### src/rtl/spi_fifo_pkg.sv
package spi_fifo_pkg;

    localparam int STAT_W = 5;
    localparam int IRQ_W  = 5;
    localparam int CLR_W  = 4;
    localparam int DMAE_W = 2;

    // clear-word bit positions
    localparam int CLR_ALL   = 0;
    localparam int CLR_RXUDF = 1;
    localparam int CLR_RXOVF = 2;
    localparam int CLR_TXOVF = 3;

    // DMA enable bit positions
    localparam int DMAE_RX = 0;
    localparam int DMAE_TX = 1;

    // packed MSB first: bit0 is the last field
    typedef struct packed {
        logic rx_full;
        logic rx_empty;
        logic tx_empty;
        logic tx_full;
        logic busy;
    } stat_t;

    typedef struct packed {
        logic rx_above;
        logic rx_ovf;
        logic rx_udf;
        logic tx_ovf;
        logic tx_empty;
    } irq_t;

    function automatic logic sticky_next(logic cur, logic set, logic clr);
        return set | (cur & ~clr);
    endfunction

endpackage

### src/rtl/spi_fifo_buf.sv
module spi_fifo_buf #(
    parameter int W     = 16,
    parameter int DEPTH = 32,
    localparam int AW   = $clog2(DEPTH),
    localparam int LW   = $clog2(DEPTH + 1)
) (
    input  logic          clk,
    input  logic          rst,
    input  logic          flush,
    input  logic          push,
    input  logic [W-1:0]  wdata,
    input  logic          pop,
    output logic [W-1:0]  rdata,
    output logic [LW-1:0] level,
    output logic          full,
    output logic          empty
);

    logic [W-1:0]  mem [DEPTH];
    logic [AW-1:0] wr_ptr, rd_ptr;
    logic [LW-1:0] count;
    logic          do_push, do_pop;

    function automatic logic [AW-1:0] ptr_inc(logic [AW-1:0] p);
        return (p == AW'(DEPTH - 1)) ? '0 : p + 1'b1;
    endfunction

    assign full    = (count == LW'(DEPTH));
    assign empty   = (count == '0);
    assign do_push = push & ~full & ~flush;
    assign do_pop  = pop & ~empty & ~flush;
    assign level   = count;
    assign rdata   = empty ? '0 : mem[rd_ptr];

    always_ff @(posedge clk) begin
        if (rst || flush) begin
            wr_ptr <= '0;
            rd_ptr <= '0;
            count  <= '0;
        end else begin
            if (do_push) wr_ptr <= ptr_inc(wr_ptr);
            if (do_pop)  rd_ptr <= ptr_inc(rd_ptr);
            case ({do_push, do_pop})
                2'b10:   count <= count + 1'b1;
                2'b01:   count <= count - 1'b1;
                default: count <= count;
            endcase
        end
    end

    always_ff @(posedge clk) begin
        if (do_push) mem[wr_ptr] <= wdata;
    end

    // level moves by at most one word per cycle
    p_level_step_r2: assert property (@(posedge clk) disable iff (rst)
        !flush |=> ((level <= $past(level) + 1) && (level + 1 >= $past(level))));

    // a push into a full buffer without a pop leaves it full
    p_full_push_dropped_r4: assert property (@(posedge clk) disable iff (rst)
        (push && full && !pop && !flush) |=> full);

endmodule

### src/rtl/spi_irq_core.sv
module spi_irq_core
    import spi_fifo_pkg::*;
#(
    parameter int LW = 6
) (
    input  logic             clk,
    input  logic             rst,
    input  logic             tx_empty,
    input  logic             tx_ovf_evt,
    input  logic             rx_udf_evt,
    input  logic             rx_ovf_evt,
    input  logic [LW-1:0]    rx_level,
    input  logic [LW-1:0]    rx_thresh,
    input  logic [IRQ_W-1:0] mask,
    input  logic [CLR_W-1:0] clr,
    output irq_t             raw,
    output logic [IRQ_W-1:0] masked,
    output logic             irq
);

    logic tx_ovf_q, rx_udf_q, rx_ovf_q;
    logic irq_q;

    always_ff @(posedge clk) begin
        if (rst) begin
            tx_ovf_q <= 1'b0;
            rx_udf_q <= 1'b0;
            rx_ovf_q <= 1'b0;
        end else begin
            tx_ovf_q <= sticky_next(tx_ovf_q, tx_ovf_evt, clr[CLR_ALL] | clr[CLR_TXOVF]);
            rx_udf_q <= sticky_next(rx_udf_q, rx_udf_evt, clr[CLR_ALL] | clr[CLR_RXUDF]);
            rx_ovf_q <= sticky_next(rx_ovf_q, rx_ovf_evt, clr[CLR_ALL] | clr[CLR_RXOVF]);
        end
    end

    always_comb begin
        raw          = '0;
        raw.tx_empty = tx_empty;
        raw.tx_ovf   = tx_ovf_q;
        raw.rx_udf   = rx_udf_q;
        raw.rx_ovf   = rx_ovf_q;
        raw.rx_above = (rx_level > rx_thresh);
    end

    assign masked = raw & mask;

    always_ff @(posedge clk) begin
        if (rst) irq_q <= 1'b0;
        else     irq_q <= |masked;
    end

    assign irq = irq_q;

    // the line can only be high if some mask bit was set a cycle earlier
    p_irq_needs_mask_r10: assert property (@(posedge clk) disable iff (rst)
        irq |-> $past(|mask));

    // a set event beats a simultaneous clear
    p_set_beats_clear_r9: assert property (@(posedge clk) disable iff (rst)
        rx_udf_evt |=> raw.rx_udf);

endmodule

### src/rtl/spi_fifo_irq_unit.sv
module spi_fifo_irq_unit
    import spi_fifo_pkg::*;
#(
    parameter int DATA_W = 16,
    parameter int DEPTH  = 32
) (
    input  logic                       clk,
    input  logic                       rst,
    input  logic                       enable,
    input  logic                       tx_push,
    input  logic [DATA_W-1:0]          tx_wdata,
    input  logic                       tx_pop,
    output logic [DATA_W-1:0]          tx_rdata,
    input  logic                       rx_push,
    input  logic [DATA_W-1:0]          rx_wdata,
    input  logic                       rx_pop,
    output logic [DATA_W-1:0]          rx_rdata,
    input  logic [$clog2(DEPTH+1)-1:0] rx_thresh,
    input  logic [$clog2(DEPTH+1)-1:0] rx_dma_lvl,
    input  logic [$clog2(DEPTH+1)-1:0] tx_dma_lvl,
    input  logic [4:0]                 int_mask,
    input  logic [3:0]                 clr_word,
    input  logic [1:0]                 dma_en,
    output logic [$clog2(DEPTH+1)-1:0] tx_level,
    output logic [$clog2(DEPTH+1)-1:0] rx_level,
    output logic [4:0]                 status,
    output logic [4:0]                 irq_raw,
    output logic [4:0]                 irq_masked,
    output logic                       irq,
    output logic                       rx_dma_req,
    output logic                       tx_dma_req
);

    localparam int LW = $clog2(DEPTH + 1);

    logic  tx_full, tx_empty, rx_full, rx_empty;
    logic  tx_push_g, tx_pop_g, rx_push_g, rx_pop_g;
    logic  tx_ovf_evt, rx_ovf_evt, rx_udf_evt;
    stat_t stat_s;
    irq_t  raw_s;

    assign tx_push_g = enable & tx_push;
    assign tx_pop_g  = enable & tx_pop;
    assign rx_push_g = enable & rx_push;
    assign rx_pop_g  = enable & rx_pop;

    spi_fifo_buf #(.W(DATA_W), .DEPTH(DEPTH)) u_txbuf (
        .clk   (clk),
        .rst   (rst),
        .flush (~enable),
        .push  (tx_push_g),
        .wdata (tx_wdata),
        .pop   (tx_pop_g),
        .rdata (tx_rdata),
        .level (tx_level),
        .full  (tx_full),
        .empty (tx_empty)
    );

    spi_fifo_buf #(.W(DATA_W), .DEPTH(DEPTH)) u_rxbuf (
        .clk   (clk),
        .rst   (rst),
        .flush (~enable),
        .push  (rx_push_g),
        .wdata (rx_wdata),
        .pop   (rx_pop_g),
        .rdata (rx_rdata),
        .level (rx_level),
        .full  (rx_full),
        .empty (rx_empty)
    );

    assign tx_ovf_evt = tx_push_g & tx_full;
    assign rx_ovf_evt = rx_push_g & rx_full;
    assign rx_udf_evt = rx_pop_g & rx_empty;

    spi_irq_core #(.LW(LW)) u_irq (
        .clk        (clk),
        .rst        (rst),
        .tx_empty   (tx_empty),
        .tx_ovf_evt (tx_ovf_evt),
        .rx_udf_evt (rx_udf_evt),
        .rx_ovf_evt (rx_ovf_evt),
        .rx_level   (rx_level),
        .rx_thresh  (rx_thresh),
        .mask       (int_mask),
        .clr        (clr_word),
        .raw        (raw_s),
        .masked     (irq_masked),
        .irq        (irq)
    );

    assign irq_raw = raw_s;

    always_comb begin
        stat_s          = '0;
        stat_s.busy     = enable & ~tx_empty;
        stat_s.tx_full  = tx_full;
        stat_s.tx_empty = tx_empty;
        stat_s.rx_empty = rx_empty;
        stat_s.rx_full  = rx_full;
    end

    assign status = stat_s;

    assign rx_dma_req = enable & dma_en[DMAE_RX] &
                        ({1'b0, rx_level} >= ({1'b0, rx_dma_lvl} + 1'b1));
    assign tx_dma_req = enable & dma_en[DMAE_TX] & (tx_level <= tx_dma_lvl);

    // push to a full TX FIFO raises the TX overflow bit
    p_txovf_sets_r4: assert property (@(posedge clk) disable iff (rst)
        (enable && tx_push && tx_full) |=> irq_raw[1]);

    // pop of an empty RX FIFO raises the RX underflow bit
    p_rxudf_sets_r5: assert property (@(posedge clk) disable iff (rst)
        (enable && rx_pop && rx_empty) |=> irq_raw[2]);

    // push to a full RX FIFO raises the RX overflow bit
    p_rxovf_sets_r6: assert property (@(posedge clk) disable iff (rst)
        (enable && rx_push && rx_full) |=> irq_raw[3]);

    // a disabled cycle leaves both FIFOs empty
    p_flush_r12: assert property (@(posedge clk) disable iff (rst)
        !enable |=> (tx_level == '0 && rx_level == '0));

    // an RX request never stands on an empty FIFO
    p_rxdma_nonempty_r11: assert property (@(posedge clk) disable iff (rst)
        rx_dma_req |-> (rx_level != '0));

endmodule

### config.mk
export PLATFORM = sky130hd
export DESIGN_NAME = spi_fifo_irq_unit
export DESIGN_NICKNAME = d
export VERILOG_FILES = /design/src/rtl/spi_fifo_pkg.sv /design/src/rtl/spi_fifo_buf.sv /design/src/rtl/spi_irq_core.sv /design/src/rtl/spi_fifo_irq_unit.sv
export SDC_FILE = /design/constraint.sdc
export NUM_CORES = 1
export LEC_CHECK = 0
export CELL_PAD_IN_SITES_DETAIL_PLACEMENT = 0
export CELL_PAD_IN_SITES_GLOBAL_PLACEMENT = 1
export CORE_MARGIN = 2
export CORE_UTILIZATION = 56
export DETAILED_ROUTE_END_ITERATION = 8
export DONT_BUFFER_PORTS = 1
export MAX_ROUTING_LAYER = met4
export PLACE_DENSITY = 0.88
export SLEW_MARGIN = 20
export SYNTH_ARGS = -nofsm -noshare
export SYNTH_HDL_FRONTEND = slang
export SYNTH_SLANG_ARGS = --single-unit
### constraint.sdc
create_clock -name clk -period 4.3 [get_ports clk]
set_input_delay 0.43 -clock clk [delete_from_list [all_inputs] [get_ports clk]]
set_output_delay 0.43 -clock clk [all_outputs]
set_load 0.02 [all_outputs]
==> flow_summary.json <==
{
  "status": "finished, final reports clean",
  "core_um2": 74570,
  "synthDistinctLibCells": 69,
  "cp-start-kind": "flop",
  "crit_fanout": 11,
  "synthFlopType": "edfxtp_1",
  "async_flop_share_pct": 0,
  "fin_crit_ns": 3.860,
  "clk-insertion-delay-late_ns": 0.68,
  "finalWirelength_um": 96390,
  "cts.sinks": 1070,
  "cts_max_path_buffers": 3,
  "vias_per_cell": 6.561,
  "critical_path_arrival_ns": 3.43,
  "hold_path.class": "input pin to flop",
  "fin_nets": 2325,
  "clock_tree.htree_level_count": 3,
  "worst_slew_pin_slew_ns": 1.083,
  "reg2reg_depth": 13,
  "slew_violations": 0,
  "relSlewSlack_pct": 27.59,
  "p_sw_mw": 4.237,
  "grt_max_degree": 60,
  "max_cap_viol_count": 0,
  "critPathKind": "flop to output port",
  "vias": 21520,
  "hold_viol_final": 0,
  "power_density_nw_per_um2": 436.2,
  "io_buffer_count": 0,
  "grt_pass1_wl_um": 143500,
  "setup_tns_ns": 0,
  "area_growth_pct": 13.10,
  "cts_resized": 0,
  "die_w_um": 278.8,
  "p_sw_share_pct": 20.30,
  "syn_inst": 2065,
  "final_common_cell": "edfxtp_1",
  "synth_area_um2": 42290,
  "drcViolationCount": 0,
  "cp-end-kind": "output port",
  "fp.dieArea_um2": 77740,
  "drt_iter0_markers": 2973,
  "synth-edff-count": 1024,
  "root_buffer": "clkbuf_16",
  "p_int_mw": 16.63,
  "totalPowerFinal_mw": 20.87,
  "fmax_ghz": 0.2590,
  "dr.pass1.iters": 7,
  "finalClockSkew_ns": 0.03274,
  "cp.required_ns": 3.87,
  "ios": 130,
  "antenna_found_initial": 3,
  "clk_pin_slew_ns": 0.06,
  "leakage_nw": 14.92,
  "setup_viol": 0,
  "numCtsBuffers": 106,
  "avgSynthCellArea_um2": 20.48,
  "placementRows": 100,
  "hpwlAfterDp_um": 55010,
  "ys_ff_latch": 1070,
  "wl_per_cell_um": 29.39,
  "rsz0062_at_grt": "false",
  "syn_nets": 2172,
  "grt-ovfl-total": 0,
  "p_seq_share_pct": 54.8,
  "grt_usage_pct": 25.92,
  "start_util_pct": 56.71,
  "pwr-share-comb_pct": 2.0,
  "ant_nets": 0,
  "grt_pass1_vias": 22215,
  "final_cell_mix": "edfxtp_1 (1024), mux4_2 (256), buf_4 (119)",
  "yosys_warnings": 0,
  "globalplace.congestion": 0.8305,
  "irDropWorstVdd_v": 0.0003515,
  "drive_gt1_share_pct": 26.36,
  "ys_seq_area_share_pct": 74.89,
  "die_h_um": 278.8,
  "postCtsSetupRepairBufs": 0,
  "power_frac_clock_pct": 43.2,
  "layout_worst_path_cycle_share_pct": 89.77,
  "whs_path_depth": 1,
  "fillers": 4699,
  "cts_tree": "built"
}
## power by group through the flow
stage          logic (mW)  registers [mW]  clock network, mW
2_1_floorplan       0.157            11.7                  0
3_3_place_gp        0.215            11.7                  0
3_5_place_dp        0.221            11.7                  0
4_1_cts             0.417            11.4               9.10
5_1_grt             0.444            11.4               9.50
6_report            0.413            11.4               9.02
## layout make-up
cell class	count	area, um^2	share of cell area, %
diodes	1	2.502	0.005232
clock buffers	131	2796	5.846
clock inverters	69	609.3	1.274
inverters	32	120.1	0.2511
multi-input cells	845	9887	20.67
flip-flops and latches	1070	31690	66.25
well taps	969	1212	2.535
repair buffers	163	1514	3.165
## cells by family after synthesis
family | Yosys count | synth area share (%)
flip-flops | 1070 | 74.89
multiplexers | 347 | 15.85
AND/OR/NAND/NOR | 271 | 3.275
AO/OA/AOI/OAI | 175 | 2.819
buffers and inverters | 150 | 1.751
adder cells (fa/ha/maj) | 39 | 1.154
XOR/XNOR | 13 | 0.2692
## Yosys cell counts (all sizes together), types with 9 or more instances
library cell | number | share of area (%)
o21ai | 36 | 0.43
nand2b | 11 | 0.16
clkbuf | 42 | 0.38
a22oi | 21 | 0.37
or3 | 9 | 0.14
and2 | 9 | 0.13
buf | 76 | 1.1
mux2 | 20 | 0.53
dfxtp | 46 | 2.2
nor3 | 33 | 0.41
inv | 31 | 0.28
o22ai | 33 | 0.49
and3 | 9 | 0.14
ha | 39 | 1.2
edfxtp | 1024 | 73
mux2i | 71 | 1.7
nand3 | 9 | 0.11
nor2 | 103 | 0.92
nor2b | 17 | 0.25
xor2 | 10 | 0.21
a21oi | 24 | 0.28
mux4 | 256 | 14
nand2 | 35 | 0.31
## path summary, 6_finish.rpt
path                                        start                 to  slack [ns]
worst min-delay path                  rx_wdata[8]  u_rxbuf.mem[8][8]        0.04
worst max register to register   u_rxbuf.level[1]   u_rxbuf.level[4]        0.72
worst max-delay path             u_txbuf.level[1]        tx_rdata[0]        0.44
worst min register to register  u_txbuf.wr_ptr[1]  u_txbuf.wr_ptr[1]        0.54
## critical path, cell delays in order (launching register included)
cell,delay (ns)
dfxtp_1,0.66
or4_4,0.24
or3_4,0.14
clkinv_1,0.63
buf_4,0.46
nor3_1,0.38
buf_4,0.22
## metrics by stage
stage	hold slack (ns)	area (um^2)	worst slack, ns	util [%]	std cells
floorplan	0.4675	42290	0.8350	-	2065
global placement	0.4845	43920	0.7949	58.90	3041
detailed placement	0.5092	43920	0.7460	58.90	3041
CTS	0.02622	47880	0.4487	64.21	3279
global route	0.04393	47830	0.3342	64.14	3280
finish	0.04439	47830	0.4397	64.14	3280
## layer usage
layer	up-vias	GRT usage, %	part of all wire, %
li1	8868	-	-
met3	162	4.761	9.5
met2	1379	41.66	51
met4	0	6.824	2.2
met5	-	-	0
met1	11111	34.75	38
## sequential cells by signal, summed over array words and instances, names as in the netlist, 5 cells and up, named ones only
register,count
u_txbuf.mem,512
u_rxbuf.level,6
u_txbuf.rd_ptr,5
u_rxbuf.mem,512
u_txbuf.level,6
u_txbuf.wr_ptr,5
u_rxbuf.wr_ptr,5
u_rxbuf.rd_ptr,5
## what timing repair did
| action | in CTS | in global routing |
|---|---|---|
| endpoints found under the hold margin | 1028 | 0 |
| hold buffers | 38 | 0 |
| endpoints found under the setup margin | 0 | 0 |
Power figures use the tool's default switching activity.
